[src/rtl/i2c_regbank_slave.sv]
module i2c_regbank_slave #(
  parameter logic [4:0] DEV_PREFIX = 5'b01011
) (
  input  logic        clk,
  input  logic        rst_n,
  input  logic        scl_i,
  input  logic        sda_i,
  output logic        sda_oe,
  input  logic        strap_a1,
  input  logic        strap_a0,
  output logic [15:0] reg_addr,
  output logic [15:0] reg_wdata,
  output logic        reg_we,
  input  logic [15:0] reg_rdata
);
  localparam int BYTE_W = 8;
  localparam int DATA_W = 2 * BYTE_W;
  localparam logic [3:0] LAST_BIT = 4'(BYTE_W);

  typedef enum logic [2:0] {S_IDLE, S_ADDR, S_AACK, S_WBYTE, S_WACK, S_RBYTE, S_RACK} st_t;

  st_t st;
  logic [1:0] scl_sync, sda_sync;
  logic scl_q, sda_q;
  logic [BYTE_W-1:0] sr, tx, hold;
  logic [3:0] cnt;
  logic [1:0] wph;
  logic [DATA_W-1:0] ptr;
  logic rw, lo_next, mack;

  wire scl_s = scl_sync[1];
  wire sda_s = sda_sync[1];
  wire scl_rise = scl_s & ~scl_q;
  wire scl_fall = ~scl_s & scl_q;
  wire start_det = scl_s & scl_q & sda_q & ~sda_s;
  wire stop_det = scl_s & scl_q & ~sda_q & sda_s;
  wire [6:0] dev_addr = {DEV_PREFIX, strap_a1, strap_a0};
  wire [BYTE_W-1:0] next_byte = lo_next ? reg_rdata[BYTE_W-1:0] : reg_rdata[DATA_W-1:BYTE_W];

  assign reg_addr = ptr;

  always_ff @(posedge clk or negedge rst_n) begin
    if (!rst_n) begin
      scl_sync <= 2'b11;
      sda_sync <= 2'b11;
      scl_q <= 1'b1;
      sda_q <= 1'b1;
    end else begin
      scl_sync <= {scl_sync[0], scl_i};
      sda_sync <= {sda_sync[0], sda_i};
      scl_q <= scl_s;
      sda_q <= sda_s;
    end
  end

  always_ff @(posedge clk or negedge rst_n) begin
    if (!rst_n) begin
      st <= S_IDLE;
      sr <= '0;
      tx <= '0;
      hold <= '0;
      cnt <= '0;
      wph <= '0;
      ptr <= '0;
      rw <= 1'b0;
      lo_next <= 1'b0;
      mack <= 1'b0;
      sda_oe <= 1'b0;
      reg_we <= 1'b0;
      reg_wdata <= '0;
    end else begin
      reg_we <= 1'b0;
      if (reg_we) ptr <= ptr + 1'b1;
      if (start_det) begin
        st <= S_ADDR;
        cnt <= '0;
        wph <= '0;
        sda_oe <= 1'b0;
      end else if (stop_det) begin
        st <= S_IDLE;
        wph <= '0;
        ptr <= '0;
        sda_oe <= 1'b0;
      end else begin
        case (st)
          S_ADDR, S_WBYTE: begin
            if (scl_rise) begin
              sr <= {sr[BYTE_W-2:0], sda_s};
              cnt <= cnt + 1'b1;
            end else if (scl_fall && cnt == LAST_BIT) begin
              cnt <= '0;
              if (st == S_ADDR) begin
                if (sr[BYTE_W-1:1] == dev_addr) begin
                  st <= S_AACK;
                  sda_oe <= 1'b1;
                  rw <= sr[0];
                end else begin
                  st <= S_IDLE;
                end
              end else begin
                st <= S_WACK;
                sda_oe <= 1'b1;
                case (wph)
                  2'd0: ptr[DATA_W-1:BYTE_W] <= sr;
                  2'd1: ptr[BYTE_W-1:0] <= sr;
                  2'd2: hold <= sr;
                  default: begin
                    reg_we <= 1'b1;
                    reg_wdata <= {hold, sr};
                  end
                endcase
                wph <= (wph == 2'd3) ? 2'd2 : wph + 1'b1;
              end
            end
          end
          S_AACK: begin
            if (scl_fall) begin
              cnt <= '0;
              if (rw) begin
                st <= S_RBYTE;
                tx <= reg_rdata[DATA_W-1:BYTE_W];
                sda_oe <= ~reg_rdata[DATA_W-1];
                lo_next <= 1'b1;
              end else begin
                st <= S_WBYTE;
                sda_oe <= 1'b0;
              end
            end
          end
          S_WACK: begin
            if (scl_fall) begin
              st <= S_WBYTE;
              sda_oe <= 1'b0;
            end
          end
          S_RBYTE: begin
            if (scl_fall) begin
              if (cnt == LAST_BIT - 1'b1) begin
                st <= S_RACK;
                sda_oe <= 1'b0;
                if (!lo_next) ptr <= ptr + 1'b1;
              end else begin
                tx <= {tx[BYTE_W-2:0], 1'b0};
                sda_oe <= ~tx[BYTE_W-2];
                cnt <= cnt + 1'b1;
              end
            end
          end
          S_RACK: begin
            if (scl_rise) begin
              mack <= ~sda_s;
            end else if (scl_fall) begin
              cnt <= '0;
              if (mack) begin
                st <= S_RBYTE;
                tx <= next_byte;
                sda_oe <= ~next_byte[BYTE_W-1];
                lo_next <= ~lo_next;
              end else begin
                st <= S_IDLE;
              end
            end
          end
          default: ;
        endcase
      end
    end
  end

  AST_OE_SCL_LOW: assert property (@(posedge clk) disable iff (!rst_n)
    (sda_oe != $past(sda_oe)) |-> !scl_s);
  AST_IDLE_RELEASED: assert property (@(posedge clk) disable iff (!rst_n)
    (st == S_IDLE) |-> !sda_oe);
  AST_WE_SINGLE: assert property (@(posedge clk) disable iff (!rst_n)
    reg_we |=> !reg_we);
  AST_WE_IN_WRITE: assert property (@(posedge clk) disable iff (!rst_n)
    reg_we |-> (st == S_WACK));
  AST_STOP_CLEARS: assert property (@(posedge clk) disable iff (!rst_n)
    stop_det |=> (reg_addr == '0));
endmodule

[config.mk]
export PLATFORM = sky130hd
export DESIGN_NAME = i2c_regbank_slave
export DESIGN_NICKNAME = d
export VERILOG_FILES = /design/src/rtl/i2c_regbank_slave.sv
export SDC_FILE = /design/constraint.sdc
export NUM_CORES = 1
export LEC_CHECK = 0
export BUFFER_PORTS_ARGS = -buffer_cell sky130_fd_sc_hd__buf_2
export CORE_MARGIN = 5
export CORE_UTILIZATION = 50
export CTS_CLUSTER_SIZE = 14
export DETAILED_ROUTE_END_ITERATION = 8
export PLACE_DENSITY = 0.71
export SETUP_SLACK_MARGIN = 0.2
export SLEW_MARGIN = 40
export SYNTH_ARGS = -nofsm -noshare
export SYNTH_HDL_FRONTEND = slang
export SYNTH_SLANG_ARGS = --single-unit
[constraint.sdc]
create_clock -name clk -period 2.6 [get_ports clk]
set_clock_uncertainty 0.1 [all_clocks]
set_input_delay 0.26 -clock clk [delete_from_list [all_inputs] [get_ports clk]]
set_output_delay 0.26 -clock clk [all_outputs]
set_load 0.01 [all_outputs]
==> results.cfg, run 1 <==
[timing]
setup_violations = 0
slew_headroom_pct = 43.6
final_max_slew_viol_count = 0
post-route-period-util_pct = 89.6
tns_ns = 0
max_freq_mhz = 429
rsz0062_at_grt = yes
hold_viol = 0
worstMarginPinSlew_ns = 0.842
fin_crit_ns = 2.33

[worst_hold_path]
hold_path.class = input pin to flip-flop
hold_start = reg_rdata[13]
min_delay_worst_endpoint = tx[5]
holdPathStages = 3

[clocking]
cts_max_level = 3
insertion_delay_ns = 0.36
numCtsBuffers = 9
cts_tree = built
clock_path_buffers = 2
clkSinkCount = 75
clk_pin_slew_ns = 0.09
post_cts_buffers = 0
cts_root_buf = clkbuf_8

[worst_setup_path]
worst-r2r-setup-slack_ns = 0.27
reg2reg_from = st[0]
crit_path_max_fanout = 15
r2r-end = sda_oe
cp_cell_sequence = nand2b_1 -> nor2_1 -> nor3_2 -> a211o_1 -> or4_1 -> o21ai_0
crit_required_ns = 2.76
cp.arrival_ns = 2.49
cp_slowest_cell = dfrtp_1
rr_worst_depth = 6
critical-path-max-stage-delay_ns = 0.58
critPathLaunchType = flip-flop
worstSetupEndpointType = flip-flop
path_class = flip-flop to flip-flop

[logic_synthesis]
yosysSeqAreaShare_pct = 44.4
syn_area_um2 = 4250
netlist.area_leader.share_pct = 40.7
synth_area_leaders = dfrtp_1 41%, mux2_2 8.8%, nand2_1 4.2%
synth_ff_type = dfrtp_1
synthArstFlopShare_pct = 100
syn_inst = 444
syn-num-nets = 469
yosys-top-cells-count = 69 x dfrtp_1, 47 x nand2_1, 33 x mux2_2
synth_area_leader_cell = dfrtp_1
synth_warnings = 0
synth.most_common_cell = dfrtp_1
syn_area_per_cell_um2 = 9.56
ys_ff_latch = 75
ys_types = 62
synth_edf_count = 0

[layout]
drive_gt1_share_pct = 27.3
syn_to_final_growth_pct = 15.0
antenna_cells = 0
postLayoutCoreUtil_pct = 59.1
finalNetCount = 525

[die]
dieArea_um2 = 10400
die_h_um = 102
chipWidth_um = 102
num_rows = 33
start_util_pct = 51.4
fp.coreArea_um2 = 8260
io_pins = 56

[job]
drv_cap = 0

[routing]
ant_nets = 0
detail_route.first_pass.iterations = 5
vias_per_cell = 5.99
drc = 0
wl_per_cell_um = 17.2
via_count = 3656
drt_iter0_markers = 370
drt-total-wl_um = 10500

[power]
peakVddDrop_mv = 0.429
power.density_nw_per_um2 = 747
power.leakage_uw = 0.00228

[global_route]
use_met3_pct = 3.41
grt_first_pass_wirelength_um = 17700
grt.overflow.total = 0
top_usage_layer = met2
grt_max_degree = 76
grt_pass1_vias = 3500
grt_util_all_layers_pct = 21.5
grt_use_met2_pct = 32.6
antenna_found_initial = 0
grt_use_met1_pct = 31.6

[placed_design]
dp_hpwl_um = 7430
place.gp.congestion = 0.963
port_buffers = 55

[run_status]
status = finished, final reports clean
## routing by layer
| metal | up-vias | wire length (um) |
|---|---|---|
| met5 | - | 0 |
| met4 | 0 | 247 |
| met3 | 25 | 685 |
| met2 | 151 | 4760 |
| met1 | 1757 | 4800 |
| li1 | 1723 | - |
## cell usage in the layout (no fill, tap or decap), types with 9 or more instances in the layout
cell,count
buf_4,12
nor3_1,14
nand2_1,47
nand3_1,12
clkbuf_8,9
a21oi_1,31
mux2_2,33
o21ai_0,27
buf_2,54
dfrtp_1,68
and3_1,9
xnor2_1,11
xor2_1,13
nor2_1,31
## final cells by class
type,count,area [um^2]
inverters,8,30.0
multi-input cells,336,2230
repair buffers,70,402
clock inverters,7,82.6
flip-flops and latches,75,1890
well taps,105,131
clock buffers,9,124
fillers,742,3370
## through the flow
step                cells  total power (uW)  setup slack [ns]  hold slack (ns)  cell area (um^2)
finish                610              3650             0.271           0.0840              4880
global route          610              3860             0.187            0.105              4880
CTS                   610              3640             0.224           0.0874              4860
detailed placement    591              2690             0.239            0.232              4630
global placement      591              2660             0.264            0.245              4620
floorplan             444              2370             0.451           -0.136              4250
## worst max path at each step
| stage | startpoint | to | slack, ns | cells after the start |
|---|---|---|---|---|
| 2_1_floorplan | cnt[0] | reg_wdata[10] | 0.45 | 8 |
| 3_3_place_gp | st[1] | reg_addr[12] | 0.26 | 7 |
| 3_5_place_dp | st[1] | reg_addr[12] | 0.24 | 7 |
| 4_1_cts | st[1] | reg_addr[12] | 0.22 | 7 |
| 5_1_grt | cnt[0] | sda_oe | 0.19 | 8 |
| 6_report | st[0] | sda_oe | 0.27 | 6 |
## cells by family (layout without fill, tap and decap cells)
| family | count (synthesis) | count (layout) | share of synthesized area, % |
|---|---|---|---|
| flops | 75 | 75 | 44.4 |
| compound gates | 111 | 111 | 16.9 |
| simple gates | 161 | 161 | 19.6 |
| fa+ha+maj | 3 | 3 | 0.884 |
| xor+xnor | 24 | 24 | 4.95 |
| mux | 37 | 37 | 9.69 |
| buf+inv | 33 | 94 | 3.56 |
## state kept, by name, summed over array words and instances (netlist names)
register and count:
reg_wdata 16, st 3, reg_addr 16, mack 1, lo_next 1, tx 7, scl_q 1, wph 2
sda_oe 1, reg_we 1, cnt 4, sda_q 1, rw 1, sda_sync 2, hold 8, scl_sync 2
sr 8
## worst max-delay path, delay by kind of cell, from the launching register on
| kind | cells | cell delay (ns) |
|---|---|---|
| AND/OR/NAND/NOR | 4 | 1.18 |
| AO/OA/AOI/OAI | 2 | 0.40 |
| flip-flops | 1 | 0.58 |
## repair_timing
item | CTS | global route
setup endpoints to repair | 0 | 10
gates resized for setup | 0 | 5
endpoints found under the hold margin | 71 | 0
hold buffers | 3 | 0
## report_power, final
part / leakage, uW / internal, uW / switching, uW / total (uW)
Combinational: 0.00119 / 459 / 548 / 1010
Clock: 0.0000984 / 458 / 490 / 948
Sequential: 0.000992 / 1350 / 342 / 1690
(Power assumes the default switching activity.)
==> run 2, diff against run 1 <==
Settings changed: ABC_AREA set to 1, PLACE_DENSITY 0.71 to 0.7.
==> results.cfg, run 2 <==
[timing]
hold_viol = 0
worstMarginPinSlew_ns = 0.626
tns_ns = 0
max_freq_mhz = 449
post-route-period-util_pct = 85.7
final_max_slew_viol_count = 0
fin_crit_ns = 2.23
setup_violations = 0
fin_ws_ns = 0.371
rsz0062_at_grt = no
slew_headroom_pct = 58.3

[worst_setup_path]
crit_required_ns = 2.75
worstSetupEndpointType = flip-flop
path_class = flip-flop to flip-flop
critPathLaunchType = flip-flop
crit_path_max_fanout = 10
cp.arrival_ns = 2.38

[global_route]
grt_use_met1_pct = 30.8
antenna_found_initial = 0
grt_max_degree = 50
grt_pass1_vias = 4596
grt_util_all_layers_pct = 23.7
top_usage_layer = met2
use_met3_pct = 3.79
grt.overflow.total = 0
grt_first_pass_wirelength_um = 21900
grt_use_met2_pct = 39.4

[layout]
finalNetCount = 776
antenna_cells = 0
syn_to_final_growth_pct = 15.2
n_fill_cell = 872
layout_commonest_cell = nand2_1
layout_common_cells = 245 x nand2_1, 69 x dfrtp_1, 68 x inv_1, 58 x nand3_1, 54 x buf_2
drive_gt1_share_pct = 16.7

[logic_synthesis]
syn_inst = 684
synth.most_common_cell = nand2_1
syn-num-nets = 709
netlist.area_leader.share_pct = 36.6
synth_area_leader_cell = dfrtp_1
synth_edf_count = 0
synth_area_leaders = dfrtp_1 37%, nand2_1 19%, nand3_1 6.1%
ys_types = 40
synthArstFlopShare_pct = 100
yosysSeqAreaShare_pct = 39.9
syn_area_um2 = 4720
syn_area_per_cell_um2 = 6.90
synth_ff_type = dfrtp_1
ys_ff_latch = 75
yosys-top-cells-count = 245 x nand2_1, 69 x dfrtp_1, 68 x inv_1
synth_warnings = 0

[clocking]
clk_pin_slew_ns = 0.08
clkSinkCount = 75
cts_max_level = 3
insertion_delay_ns = 0.37
numCtsBuffers = 9
cts_root_buf = clkbuf_8
clock_path_buffers = 2
cts_tree = built

[die]
die_h_um = 107
num_rows = 35
dieArea_um2 = 11500
start_util_pct = 51.1
io_pins = 56
chipWidth_um = 107
fp.coreArea_um2 = 9240

[routing]
drt-total-wl_um = 13000
drt_iter0_markers = 261
detail_route.first_pass.iterations = 5
drc = 0
via_count = 4740
wl_per_cell_um = 14.7
vias_per_cell = 5.36
ant_nets = 0

[job]
drv_cap = 0

[power]
p_seq_share_pct = 38.2
power.internal_uw = 2310
p_comb_share_pct = 37.7
switchingPower_uw = 1730
power.leakage_uw = 0.00280
pwr-share-clk_pct = 24.2
power.density_nw_per_um2 = 743
peakVddDrop_mv = 0.473
swShare_pct = 42.8

[placed_design]
post-place-ws_ns = 0.399
port_buffers = 55
dp_hpwl_um = 9650
place.gp.congestion = 1.04

[worst_hold_path]
hold_path.class = input pin to flip-flop

[run_status]
status = finished, final reports clean
-- run 2: changes by cell type after synthesis, moves of 10 or more --
cell	previous run	this run
nand2_1	47	245
inv_1	8	68
nand3_1	12	58
mux2_2	33	0
o21ai_0	27	51
nor2_1	31	51
nor3_1	14	4
o211ai_1	5	15
-- run 2: final cells by class --
type / instances / area, um^2 / area share [%]
clock buffers: 9 / 124 / 2.28
well taps: 129 / 161 / 2.97
flip-flops and latches: 75 / 1880 / 34.7
inverters: 76 / 288 / 5.29
clock inverters: 7 / 82.6 / 1.52
repair buffers: 76 / 443 / 8.15
multi-input cells: 513 / 2450 / 45.1
-- run 2: stage by stage --
step	std cells	hold slack, ns	total power, uW	utilization, %	instance area (um^2)
after detailed placement	863	0.214	3050	55.9	5170
final	885	0.0754	4040	58.8	5440
after CTS	882	0.0763	4030	58.5	5400
after global routing	885	0.0932	4340	58.8	5440
after floorplan	684	-0.136	2600	-	4720
after global placement	863	0.214	3020	55.9	5170
-- run 2: routing by layer --
metal	vias up	share of wire, %
met1	2206	44
met5	-	0
li1	2350	-
met3	32	5.5
met4	0	2.9
met2	152	48
-- run 2: power by group through the flow --
| stage | Clock [uW] | Combinational [uW] | Sequential (uW) |
|---|---|---|---|
| 4_1_cts | 989 | 1500 | 1530 |
| 6_report | 976 | 1520 | 1540 |
| 2_1_floorplan | 0 | 1090 | 1500 |
| 3_3_place_gp | 0 | 1470 | 1550 |
| 3_5_place_dp | 0 | 1490 | 1560 |
| 5_1_grt | 1040 | 1730 | 1560 |
-- run 2: kinds of logic (layout without fill, tap and decap cells) --
family / Yosys count / count (layout) / share of synthesized area [%]
AND/OR/NAND/NOR: 383 / 383 / 34.6
AO/OA/AOI/OAI: 117 / 117 / 14.4
buffers and inverters: 96 / 168 / 8.35
flip-flops: 75 / 75 / 39.9
XOR/XNOR: 10 / 10 / 1.86
adder cells (fa/ha/maj): 3 / 3 / 0.795
-- run 2: worst max-delay path, stage by stage (launching register included) --
cell     delay, ns
dfstp_2       0.59
nand4_1       0.38
nand2_1       0.31
inv_1         0.20
nand3_1       0.12
nand2_1       0.06
nor2_1        0.08
nand2_1       0.13
nand2_1       0.09
o21ai_1       0.06
-- run 2: repair_timing --
item,4_1_cts,5_1_grt
endpoints found under the hold margin,43,0
hold buffers,3,0
resized for setup,0,2
setup endpoints to repair,0,5
setup buffers,0,3
-- run 2: path summary, 6_finish.rpt --
kind	start	to	slack, ns	depth (start not counted)
max	scl_sync[1]	st[1]	0.37	9
min	reg_rdata[10]	tx[2]	0.08	3
max reg2reg	scl_sync[1]	st[1]	0.37	9
min reg2reg	sda_sync[1]	sda_q	0.27	0
max in group asynchronous	rst_n	reg_wdata[0]	1.39	3
min in group asynchronous	rst_n	reg_wdata[8]	0.34	2
